$ cat config.mk
export PLATFORM = sky130hd
export DESIGN_NAME = xfer_addr_count_seq
export DESIGN_NICKNAME = d
export VERILOG_FILES = /design/src/rtl/xfer_addr_count_seq.sv
export SDC_FILE = /design/constraint.sdc
export NUM_CORES = 1
export LEC_CHECK = 0
export CORE_MARGIN = 2
export CORE_UTILIZATION = 45
export DETAILED_ROUTE_END_ITERATION = 16
export HOLD_SLACK_MARGIN = 0.15
export PLACE_DENSITY = 0.81
export SLEW_MARGIN = 20
export SYNTH_ARGS = -nofsm -noshare
export SYNTH_HDL_FRONTEND = slang
export SYNTH_SLANG_ARGS = --single-unit
export TNS_END_PERCENT = 50
$ cat constraint.sdc
create_clock -name clk -period 2.55 [get_ports clk]
set_clock_uncertainty 0.2 [all_clocks]
set_input_delay 0.51 -clock clk [delete_from_list [all_inputs] [get_ports clk]]
set_output_delay 0.51 -clock clk [all_outputs]
set_load 0.005 [all_outputs]
$ cat src/rtl/xfer_addr_count_seq.sv
module xfer_addr_count_seq #(
  parameter int AW = 16,
  parameter int PW = 8
) (
  input  logic            clk,
  input  logic            rst_n,
  input  logic            load,
  input  logic            xfer,
  input  logic            auto_init,
  input  logic            word_mode,
  input  logic [AW-1:0]   base_addr,
  input  logic [AW-1:0]   base_count,
  input  logic [PW-1:0]   page,
  output logic [AW+PW-1:0] phys_addr,
  output logic            tc,
  output logic [AW-1:0]   residual,
  output logic            masked
);

  logic [AW-1:0] cur_addr, cur_cnt;
  logic acc, last;

  assign acc  = xfer && !masked && !load;
  assign last = (cur_cnt == '0);
  assign residual = cur_cnt;
  assign phys_addr = word_mode ? {page[PW-1:1], cur_addr, 1'b0} : {page, cur_addr};

  always_ff @(posedge clk) begin
    if (!rst_n) begin
      cur_addr <= '0;
      cur_cnt  <= '0;
      masked   <= 1'b1;
      tc       <= 1'b0;
    end else begin
      tc <= 1'b0;
      if (load) begin
        cur_addr <= base_addr;
        cur_cnt  <= base_count;
        masked   <= 1'b0;
      end else if (acc) begin
        tc <= last;
        if (last && auto_init) begin
          cur_addr <= base_addr;
          cur_cnt  <= base_count;
        end else begin
          cur_addr <= cur_addr + 1'b1;
          cur_cnt  <= cur_cnt - 1'b1;
          if (last) masked <= 1'b1;
        end
      end
    end
  end

  AST_LOAD_WINS: assert property (@(posedge clk) disable iff (!rst_n)
    load |=> (cur_cnt == $past(base_count)) && (cur_addr == $past(base_addr)) && !masked);
  AST_STEP: assert property (@(posedge clk) disable iff (!rst_n)
    (acc && !last) |=> (cur_addr == $past(cur_addr) + 1'b1) && (cur_cnt == $past(cur_cnt) - 1'b1));
  AST_MASK_AT_TC: assert property (@(posedge clk) disable iff (!rst_n)
    $rose(masked) |-> tc);
  AST_MASK_FREEZE: assert property (@(posedge clk) disable iff (!rst_n)
    (masked && !load) |=> $stable(cur_addr) && $stable(cur_cnt) && !tc);
  AST_RELOAD: assert property (@(posedge clk) disable iff (!rst_n)
    (acc && last && auto_init) |=> (cur_cnt == $past(base_count)) && !masked && tc);
  AST_PAGE_HOLD: assert property (@(posedge clk) disable iff (!rst_n)
    (acc && !last && $stable(page) && $stable(word_mode)) |=>
      (phys_addr[AW+PW-1:AW+1] == $past(phys_addr[AW+PW-1:AW+1])));

endmodule

Yosys cells after proc, flatten, opt, wreduce, memory -nomap -nowiden
Index checks and enable logic that the tools add are counted.

Equal/unequal tests: 1. Bitwise logic cells: 2. Add/sub/neg operators: 2. Reduce and logical (&&, ||, !) cells: 10. Muxes and demuxes: 11.

Operator list (number): 16-bit two-way mux (6); 17-bit two-way mux (1); 16-bit by 1-bit adder with 16-bit output (second input constant) (1); 16-bit zero test (1); 16-bit by 1-bit subtractor with 16-bit output (second input constant) (1); 1-bit two-way mux (4); 2-bit nonzero test (2); 1-bit logical AND (3); 3-bit AND reduction (1); 3-bit OR reduction (1); 1-bit zero test (2); 2-bit != test (second input constant) (1); 1-bit NOT (2).

Word-level logic and storage cells: 30. Bits of input ports: 46. Bits in registers: 34.

Longest topological paths before layout
Gate-level depths: netlist of run 1.

Depth after elaboration: 5. Depth in mapped cells: 9. Mapped depth without buffers: 7.

Worst setup path after synthesis of run 1
No wires, ideal clock.

Path type: in2out. Start point: in word_mode. End point: out phys_addr[10]. Required time: 1.840 ns. Stages on the path: 3. Path slack: 0.330 ns. Arrival time: 1.510 ns. Cell sequence: clkbuf_1 > clkbuf_1 > mux2_2.

Cells in the longest elaborated chain, start to end: 1.

RTL lines: start, declared (line 10) `input logic word_mode,`; 17-bit two-way mux (line 26) `assign phys_addr = word_mode ? {page[PW-1:1], cur_addr, 1'b0} : {page, cur_addr};`; end, declared (line 14) `output logic [AW+PW-1:0] phys_addr,`.

Every way passes these cells.

Worst setup path in the final report of run 1
Start point: reg cur_cnt[0], in the netlist residual[0]. End point: reg cur_cnt[8], in the netlist residual[8].

Cells in the longest elaborated chain, start to end: 5.

RTL lines: start, declared (line 20) `logic [AW-1:0] cur_addr, cur_cnt;`; start signal, assigned (line 38) `cur_cnt <= base_count;`; start signal, assigned (line 44) `cur_cnt <= base_count;`; start signal, assigned (line 47) `cur_cnt <= cur_cnt - 1'b1;`; branches (longest 2 deep; another with 16-bit by 1-bit subtractor with 16-bit output); 16-bit two-way mux (*) (line 42) `if (last && auto_init) begin`; 16-bit two-way mux (*) (line 40) `end else if (acc) begin`; 16-bit two-way mux (*) (line 36) `if (load) begin`.

Every way passes the cells marked *. The select of a mux whose other input is x is not followed. A chain may end at the register's enable or synchronous reset.

==> results of run 1 <==
==> flip-flops by register name (all words and copies together) (netlist names) <==
register  flops
cur_addr     16
masked        1
residual     16
tc            1
==> cell type report <==
class                   count  area share, %
multi-input cells         237           45.0
repair buffers            100           29.5
well taps                  70           2.61
inverters                   4          0.447
flip-flops and latches     34           20.2
clock buffers               7           2.27
==> per-layer routing <==
metal,track usage [%],vias up,wire [µm]
met5,0,-,0
met4,12.4,0,204
met2,42.8,158,3680
li1,-,1320,-
met1,33.2,1268,3230
met3,7.06,23,635
==> power by group through the flow <==
| stage | Combinational [W] | Clock [W] | Sequential, W |
|---|---|---|---|
| global route | 0.000574 | 0.000406 | 0.000651 |
| detailed placement | 0.000515 | 0 | 0.000651 |
| global placement | 0.000503 | 0 | 0.000649 |
| finish | 0.000529 | 0.000391 | 0.000642 |
| CTS | 0.000526 | 0.000390 | 0.000640 |
| floorplan | 0.000284 | 0 | 0.000629 |
==> what timing repair did <==
item,CTS,global route
gates cloned,1,0
resized for setup,2,1
setup endpoints to repair,16,7
setup buffers,0,0
pin swaps,0,0
==> worst min-delay path by stage <==
stage,endpoint,slack (ns),cells past startpoint
floorplan,cur_addr[15]$_SDFFE_PN0P_,0.27,2
global placement,residual[0]$_SDFFE_PN0P_,0.32,2
detailed placement,residual[8]$_SDFFE_PN0P_,0.32,2
CTS,residual[8]$_SDFFE_PN0P_,0.34,2
global route,residual[8]$_SDFFE_PN0P_,0.38,2
finish,cur_addr[11]$_SDFFE_PN0P_,0.34,2
==> layout by cell type, fill, tap and decap left out, types with 4 or more instances in the layout <==
cell type        netlist  final
nand4_1                7      7
a21o_1                 4      4
o22ai_1                4      4
dfxtp_1               34     34
nor2_1                21     21
nand3_1               17     17
nor4_1                13     13
a31oi_1               11     11
buf_4                  9     23
o21ai_1               16     16
nand2_1               25     25
a22oi_1                4      4
clkbuf_8               0      5
mux2_2                16     16
nor3_1                12     12
or3_1                  4      4
a21oi_1               21     21
clkdlybuf4s50_1        0     72
o21ai_0                9      9
==> logic make-up after synthesis <==
group / after synthesis / synth area share, %
simple gates: 120 / 26.8
mux: 19 / 8.85
fa+ha+maj: 3 / 1.57
compound gates: 95 / 25.7
buf+inv: 39 / 8.59
flops: 34 / 28.5
==> through the flow <==
stage               TNS, ns  util [%]  instances
floorplan                 0         -        310
global placement      -1.79      63.8        444
detailed placement    -2.12      63.8        444
CTS                       0      65.9        452
global route              0      65.8        452
finish                    0      65.8        452
==> worst max-delay path: stages, from the launching register on <==
cell	delay [ns]
dfxtp_1	0.43
inv_1	0.11
ha_1	0.21
nor4bb_2	0.17
buf_4	0.17
a41o_1	0.24
buf_4	0.15
nor4_1	0.39
a22oi_1	0.12
a21oi_1	0.16
==> impl_metrics.ini, run 1 <==
[cells_and_area]
multi_input_area_um2 = 1510
stdcell_area_um2 = 3360
synthToLayoutAreaGrowth_pct = 40.7
drive_above_1_share_pct = 14.7
n_antenna_cell = 0
n_fill_cell = 460
ff_latch_area_um2 = 681
nNetsFinal = 431

[yosys]
synthArstFlopShare_pct = 0
synth.top_cell.area_share_pct = 28.5
ys_ff_latch = 34
synth_cell_types = 57
netlist_area_um2 = 2390
syn_nets = 359
synth_area_leaders = dfxtp_1 (28%), mux2_2 (7.5%), a21oi_1 (4.4%), nand2_1 (3.9%), nand3_1 (3.6%)
seq_area_frac_synth_pct = 28.5
ys.flop_type = dfxtp_1
ys_top_cells_by_count = dfxtp_1 (34), nand2_1 (25), a21oi_1 (21), nor2_1 (21)
ys_warn_count = 0
syn_avg_cell_area_um2 = 7.71
synth_edf_count = 0
synthCells = 310
yosysMostFrequentCell = dfxtp_1
yosys.area.top_type = dfxtp_1

[placed_design]
pre_cts_slack_ns = -0.149
dpl_cell_area_um2 = 3260
hpwl_mm = 5.50
routabilityCongestion = 0.835
io_buffers = 73

[clock_network]
cts_buffer_depth = 2
clk_pin_slew_worst_paths_ns = 0.07
cts_hold_buf = 0
cts_tree = done
cts_buffers = 5
cts_root_buf = clkbuf_8
clock_sinks = 34
clk_latency_ns = 0.29
cts_max_level = 2

[power_and_ir_drop]
finalPower_w = 0.00156
ir_drop_uv = 314
sequentialPowerShare_pct = 41.1
swShare_pct = 32.4
clock_power_share_pct = 25.0
switching_power_w = 0.000506
p_int_w = 0.00106
p_leak_nw = 1.23
powerDensity_nw_per_um2 = 465
power_frac_comb_pct = 33.9

[setup_path]
critical_path_class = flip-flop to flip-flop
crit_path_start_kind = flip-flop
reg2reg_from = residual[0]$_SDFFE_PN0P_
endpoint = residual[8]$_SDFFE_PN0P_
cp_max_fo = 7
reg2reg_to = residual[8]$_SDFFE_PN0P_
ff2ff_path_depth = 9
crit_required_ns = 2.57
cp-startpoint = residual[0]$_SDFFE_PN0P_
rrSetupSlack_ns = 0.13
end_kind = flip-flop
critPathArrivalTime_ns = 2.44

[global_routing]
grt_max_degree = 21
grt_antenna_before_repair = 0
grt_usage_pct = 26.7
grt-ovfl-total = 0
grt_pass1_wl_mm = 12.8
grt_pass1_vias = 2636

[drt]
initialDrtViolationCount = 254
vias = 2769
dr.pass1.iters = 5
drt_wl_total_mm = 7.75
drc_errors = 0
ant_nets = 0
post_drt_wl_per_cell_um = 17.1
vias_per_cell = 6.13

[die]
dieWidth_um = 76.9
die_y_um = 76.9
core_area_um2 = 5110
die_area_um2 = 5910
ios = 88
start_util_pct = 46.8
placementRows = 26

[sta]
relSlewSlack_pct = 60.1
fin_crit_ns = 2.42
fmax_mhz = 414
fin_ws_ns = 0.133
rsz0062_at_grt = no
hold_violations = 0
whs_ns = 0.343
setup_viol = 0
tightest_slew_ns = 0.593
finalCritPeriodShare_pct = 94.8
timing.final.max_slew_violations = 0

[outcome]
outcome = completed

[worst_hold_path]
min_from = cur_addr[11]$_SDFFE_PN0P_
hold_path.class = flip-flop to flip-flop

[job]
max-cap-violations = 0
No activity file was read; power rests on OpenSTA's default activity.
==> run 2: changes to the inputs <==
--- a/config.mk
+++ b/config.mk
@@ -8,6 +8,7 @@
 export CORE_MARGIN = 2
 export CORE_UTILIZATION = 45
 export DETAILED_ROUTE_END_ITERATION = 16
+export GPL_TIMING_DRIVEN = 0
 export HOLD_SLACK_MARGIN = 0.15
 export PLACE_DENSITY = 0.81
 export SLEW_MARGIN = 20
==> run 2 against run 1 <==
Cell area up 0.93%. Hold slack worse by 0.0066 ns. Largest cell class unchanged. Critical endpoint is now phys_addr[15]. Largest power group unchanged. First-iteration DRC count up 24%.
==> impl_metrics.ini, run 2 (same netlist as run 1, synthesis figures left out) <==
[outcome]
outcome = completed

[sta]
setup_viol = 0
relSlewSlack_pct = 53.0
fin_ws_ns = 0.0776
fmax_mhz = 404
timing.final.max_slew_violations = 0
fin_crit_ns = 2.47
finalCritPeriodShare_pct = 97.0
rsz0062_at_grt = yes
hold_violations = 0
tightest_slew_ns = 0.699

[setup_path]
cp_cell_sequence = clkbuf_2 > clkbuf_4 > mux2_2 > clkdlybuf4s50_1
critPathArrivalTime_ns = 1.76
cp_max_fo = 10
reg2reg_to = residual[5]$_SDFFE_PN0P_
critical_path_class = input port to primary output
rrSetupSlack_ns = 0.14
worst-path-buf-inv = 3
cpMaxStageDelayCell = clkdlybuf4s50_1
ff2ff_path_depth = 8
reg2reg_from = residual[0]$_SDFFE_PN0P_
crit_path_start_kind = input port
end_kind = primary output
crit_required_ns = 1.84
cpPeakStageDelay_ns = 0.45
crit_family = buffers and inverters

[die]
placementRows = 26
die_area_um2 = 5910
dieWidth_um = 76.9
ios = 88
die_y_um = 76.9
core_area_um2 = 5110
start_util_pct = 46.8

[placed_design]
hpwl_mm = 5.84
routabilityCongestion = 0.946
io_buffers = 79
post-place-cells = 459
pre_cts_slack_ns = -0.458

[cells_and_area]
drive_above_1_share_pct = 13.9
mostFrequentLayoutCells = clkdlybuf4s50_1 (79), dfxtp_1 (34), nand2_1 (25), a21oi_1 (20), nor2_1 (20)
fin_cells = 467
synthToLayoutAreaGrowth_pct = 42.0
n_antenna_cell = 0
final_common_cell = clkdlybuf4s50_1
postLayoutCoreUtil_pct = 66.4
nNetsFinal = 445

[power_and_ir_drop]
finalPower_w = 0.00161
powerDensity_nw_per_um2 = 476
ir_drop_uv = 273
p_leak_nw = 1.22

[drt]
drc_errors = 0
top_layer_used = met4
initialDrtViolationCount = 316
post_drt_wl_per_cell_um = 17.8
dr.pass1.iters = 5
wl_met1_mm = 3.43
wl_met2_mm = 3.86
wl_met3_um = 805
drt_wl_total_mm = 8.29
vias_per_cell = 6.21
ant_nets = 0
vias = 2900

[clock_network]
cts_buffers = 5
clk_pin_slew_worst_paths_ns = 0.08
cts_hold_buf = 0
cts_max_level = 2
cts_setup_buffers = 0
clock_sinks = 34
cts_root_buf = clkbuf_8
clk_latency_ns = 0.31
cts_buffer_depth = 2
cts_tree = done

[global_routing]
grt-ovfl-total = 0
grt_pass1_vias = 2728
grt_usage_pct = 28.3
grt_pass1_wl_mm = 13.4
grt_antenna_before_repair = 0
grt_max_degree = 12

[worst_hold_path]
hold_path.class = flip-flop to flip-flop
min_from = masked$_SDFFE_PN1P_
holdPathEnd = masked$_SDFFE_PN1P_
holdPathStages = 2

[job]
max-cap-violations = 0
==> run 2: where the power goes <==
part           switching, W  internal (W)  total (W)
logic              0.000256      0.000282   0.000538
registers         0.0000599      0.000573   0.000633
clock network      0.000226      0.000217   0.000443
==> run 2: per-stage QoR <==
step,setup TNS (ns),cell area [µm²],hold slack [ns]
finish,0,3390,0.336
global route,-0.0297,3390,0.371
CTS,0,3380,0.333
detailed placement,-10.92,3270,0.321
global placement,-10.16,3270,0.321
floorplan,0,2390,0.268
==> run 2: what timing repair did <==
item / in CTS / in global routing
endpoints found under the setup margin: 21 / 19
gates cloned: 0 / 0
pin swaps: 0 / 0
resized for setup: 5 / 9
==> run 2: worst max path at each step <==
stage | endpoint | depth (start not counted) | from
floorplan | phys_addr[10] | 3 | word_mode
global placement | residual[12]$_SDFFE_PN0P_ | 7 | xfer
detailed placement | residual[11]$_SDFFE_PN0P_ | 7 | xfer
CTS | residual[11]$_SDFFE_PN0P_ | 7 | xfer
global route | cur_addr[14]$_SDFFE_PN0P_ | 8 | residual[0]$_SDFFE_PN0P_
finish | phys_addr[15] | 4 | word_mode
==> run 2: routing by layer <==
metal	vias to the layer above	GRT usage [%]
met1	1348	37.1
met4	0	12.4
li1	1341	-
met3	26	4.35
met5	-	0
met2	185	45.7
==> run 2: worst min-delay path, stage by stage (launching register included) <==
cell	delay (ns)
dfxtp_1	0.33
nor2_1	0.10
o21ai_1	0.06
==> run 2: area by class of cell <==
type,count,area (µm²)
clock inverter,2,12.5
tap,70,87.6
clock buffer,6,82.6
inverter,4,15.0
fill,456,1710
sequential,34,681
timing repair buffer,79,791
buffer,35,199
multi-input combinational,237,1530
==> run 3: changes to the inputs <==
--- a/config.mk
+++ b/config.mk
@@ -9,7 +9,7 @@
 export CORE_UTILIZATION = 45
 export DETAILED_ROUTE_END_ITERATION = 16
 export GPL_TIMING_DRIVEN = 0
-export HOLD_SLACK_MARGIN = 0.15
+export MAX_ROUTING_LAYER = met4
 export PLACE_DENSITY = 0.81
 export SLEW_MARGIN = 20
 export SYNTH_ARGS = -nofsm -noshare
==> run 3 against run 2 <==
Combinational power barely moved. Sequential share of layout area fell by 0.088 points. Utilization rose by 0.29 points. First-iteration DRC count rose by 52%. Sequential cell count did not move. Worst setup slack got worse by 0.013 ns. Largest power group unchanged. Highest routed layer unchanged.
==> impl_metrics.ini, run 3 (same netlist as run 1, synthesis figures left out) <==
[placed_design]
io_buffers = 79
post-place-cells = 459
hpwl_mm = 5.81
routabilityCongestion = 0.958
pre_cts_slack_ns = -0.446

[setup_path]
cp_max_fo = 10
end_kind = flip-flop
critical_path_class = input port to flip-flop
crit_path_start_kind = input port
crit_required_ns = 2.56
cp-startpoint = load
ff2ff_path_depth = 7
critPathArrivalTime_ns = 2.50
reg2reg_from = residual[4]$_SDFFE_PN0P_

[power_and_ir_drop]
clock_power_share_pct = 29.1
sequentialPowerShare_pct = 38.2
p_leak_nw = 1.23
swShare_pct = 31.8
power_frac_comb_pct = 32.7
switching_power_w = 0.000525
powerDensity_nw_per_um2 = 485
ir_drop_uv = 327
p_int_w = 0.00113

[die]
ios = 88
dieWidth_um = 76.9
core_area_um2 = 5110
die_y_um = 76.9
start_util_pct = 46.8
die_area_um2 = 5910
placementRows = 26

[clock_network]
cts_buffers = 5
cts_buffer_depth = 2
cts_root_buf = clkbuf_8
clk_pin_slew_worst_paths_ns = 0.07
cts_tree = done
cts_hold_buf = 0
clock_sinks = 34
cts_max_level = 2
clk_latency_ns = 0.29

[global_routing]
grt_pass1_wl_mm = 13.1
grt-ovfl-total = 0
grt_max_degree = 11
grt_pass1_vias = 2685
grt_usage_pct = 28.9
grt_antenna_before_repair = 0

[sta]
fin_ws_ns = 0.0647
tightest_slew_ns = 0.826
relSlewSlack_pct = 44.4
rsz0062_at_grt = yes
setup_viol = 0
finalCritPeriodShare_pct = 97.5
fmax_mhz = 402
hold_violations = 0
fin_crit_ns = 2.49
timing.final.max_slew_violations = 0
tns_ns = 0

[drt]
drt_wl_total_mm = 8.34
post_drt_wl_per_cell_um = 17.9
ant_nets = 0
dr.pass1.iters = 5
vias = 2934
initialDrtViolationCount = 481
vias_per_cell = 6.28
drc_errors = 0

[worst_hold_path]
hold_path.class = flip-flop to flip-flop
holdPathStages = 2
min_from = cur_addr[11]$_SDFFE_PN0P_

[cells_and_area]
synthToLayoutAreaGrowth_pct = 42.6
n_antenna_cell = 0
fin_cells = 467
drive_above_1_share_pct = 13.6
nNetsFinal = 445
postLayoutCoreUtil_pct = 66.7
final_common_cell = clkdlybuf4s50_1
mostFrequentLayoutCells = clkdlybuf4s50_1 (79), dfxtp_1 (34), nand2_1 (25), a21oi_1 (20), nor2_1 (20)

[job]
max-cap-violations = 0

[outcome]
outcome = completed
-- run 3: cell count changes in the layout (fill, tap and decap cells not counted), sizes merged --
cell	previous run	this run
buf	18	17
clkbuf	23	26
clkinv	2	1
clkinvlp	1	0
-- run 3: layout make-up --
cell class | instances | area (µm²)
well taps | 70 | 87.6
inverters | 4 | 15.0
fillers | 459 | 1700
flip-flops and latches | 34 | 681
repair buffers | 79 | 791
plain buffers | 35 | 198
clock buffers | 8 | 110
multi-input cells | 237 | 1530
-- run 3: stage by stage --
step	cell area, µm²	hold WS, ns	power [W]
2_1_floorplan	2390	0.268	0.000913
3_3_place_gp	3270	0.320	0.00115
3_5_place_dp	3270	0.323	0.00116
4_1_cts	3390	0.336	0.00164
5_1_grt	3410	0.365	0.00172
6_report	3410	0.335	0.00165
-- run 3: routing by layer --
metal | global-route usage [%] | part of all wire [%] | up-vias
met5 | - | 0 | -
met4 | 12.7 | 2.7 | 0
met3 | 5.06 | 11 | 27
met2 | 46.4 | 47 | 201
met1 | 35.6 | 39 | 1354
li1 | - | - | 1352
-- run 3: worst paths after layout --
path	end	slack [ns]
setup reg to reg	residual[15]$_SDFFE_PN0P_	0.07
setup / recovery	cur_addr[5]$_SDFFE_PN0P_	0.06
hold / removal	cur_addr[11]$_SDFFE_PN0P_	0.33
hold reg to reg	cur_addr[11]$_SDFFE_PN0P_	0.33
-- run 3: power groups by stage --
stage          Sequential, W  Combinational [W]  Clock, W
6_report            0.000632           0.000540  0.000480
5_1_grt             0.000638           0.000580  0.000503
4_1_cts             0.000630           0.000529  0.000481
3_5_place_dp        0.000640           0.000520         0
3_3_place_gp        0.000639           0.000512         0
2_1_floorplan       0.000629           0.000284         0
-- run 3: critical path, cell delays in order --
cell,delay [ns]
clkdlybuf4s50_1,0.64
nand2b_1,0.15
clkbuf_1,0.39
clkbuf_1,0.50
a21oi_1,0.15
nor3_1,0.16
-- run 3: repair_timing --
| item | CTS | global route |
|---|---|---|
| endpoints found under the setup margin | 23 | 20 |
| pin swaps | 0 | 0 |
| resized for setup | 5 | 6 |
| buffers inserted | 0 | 0 |
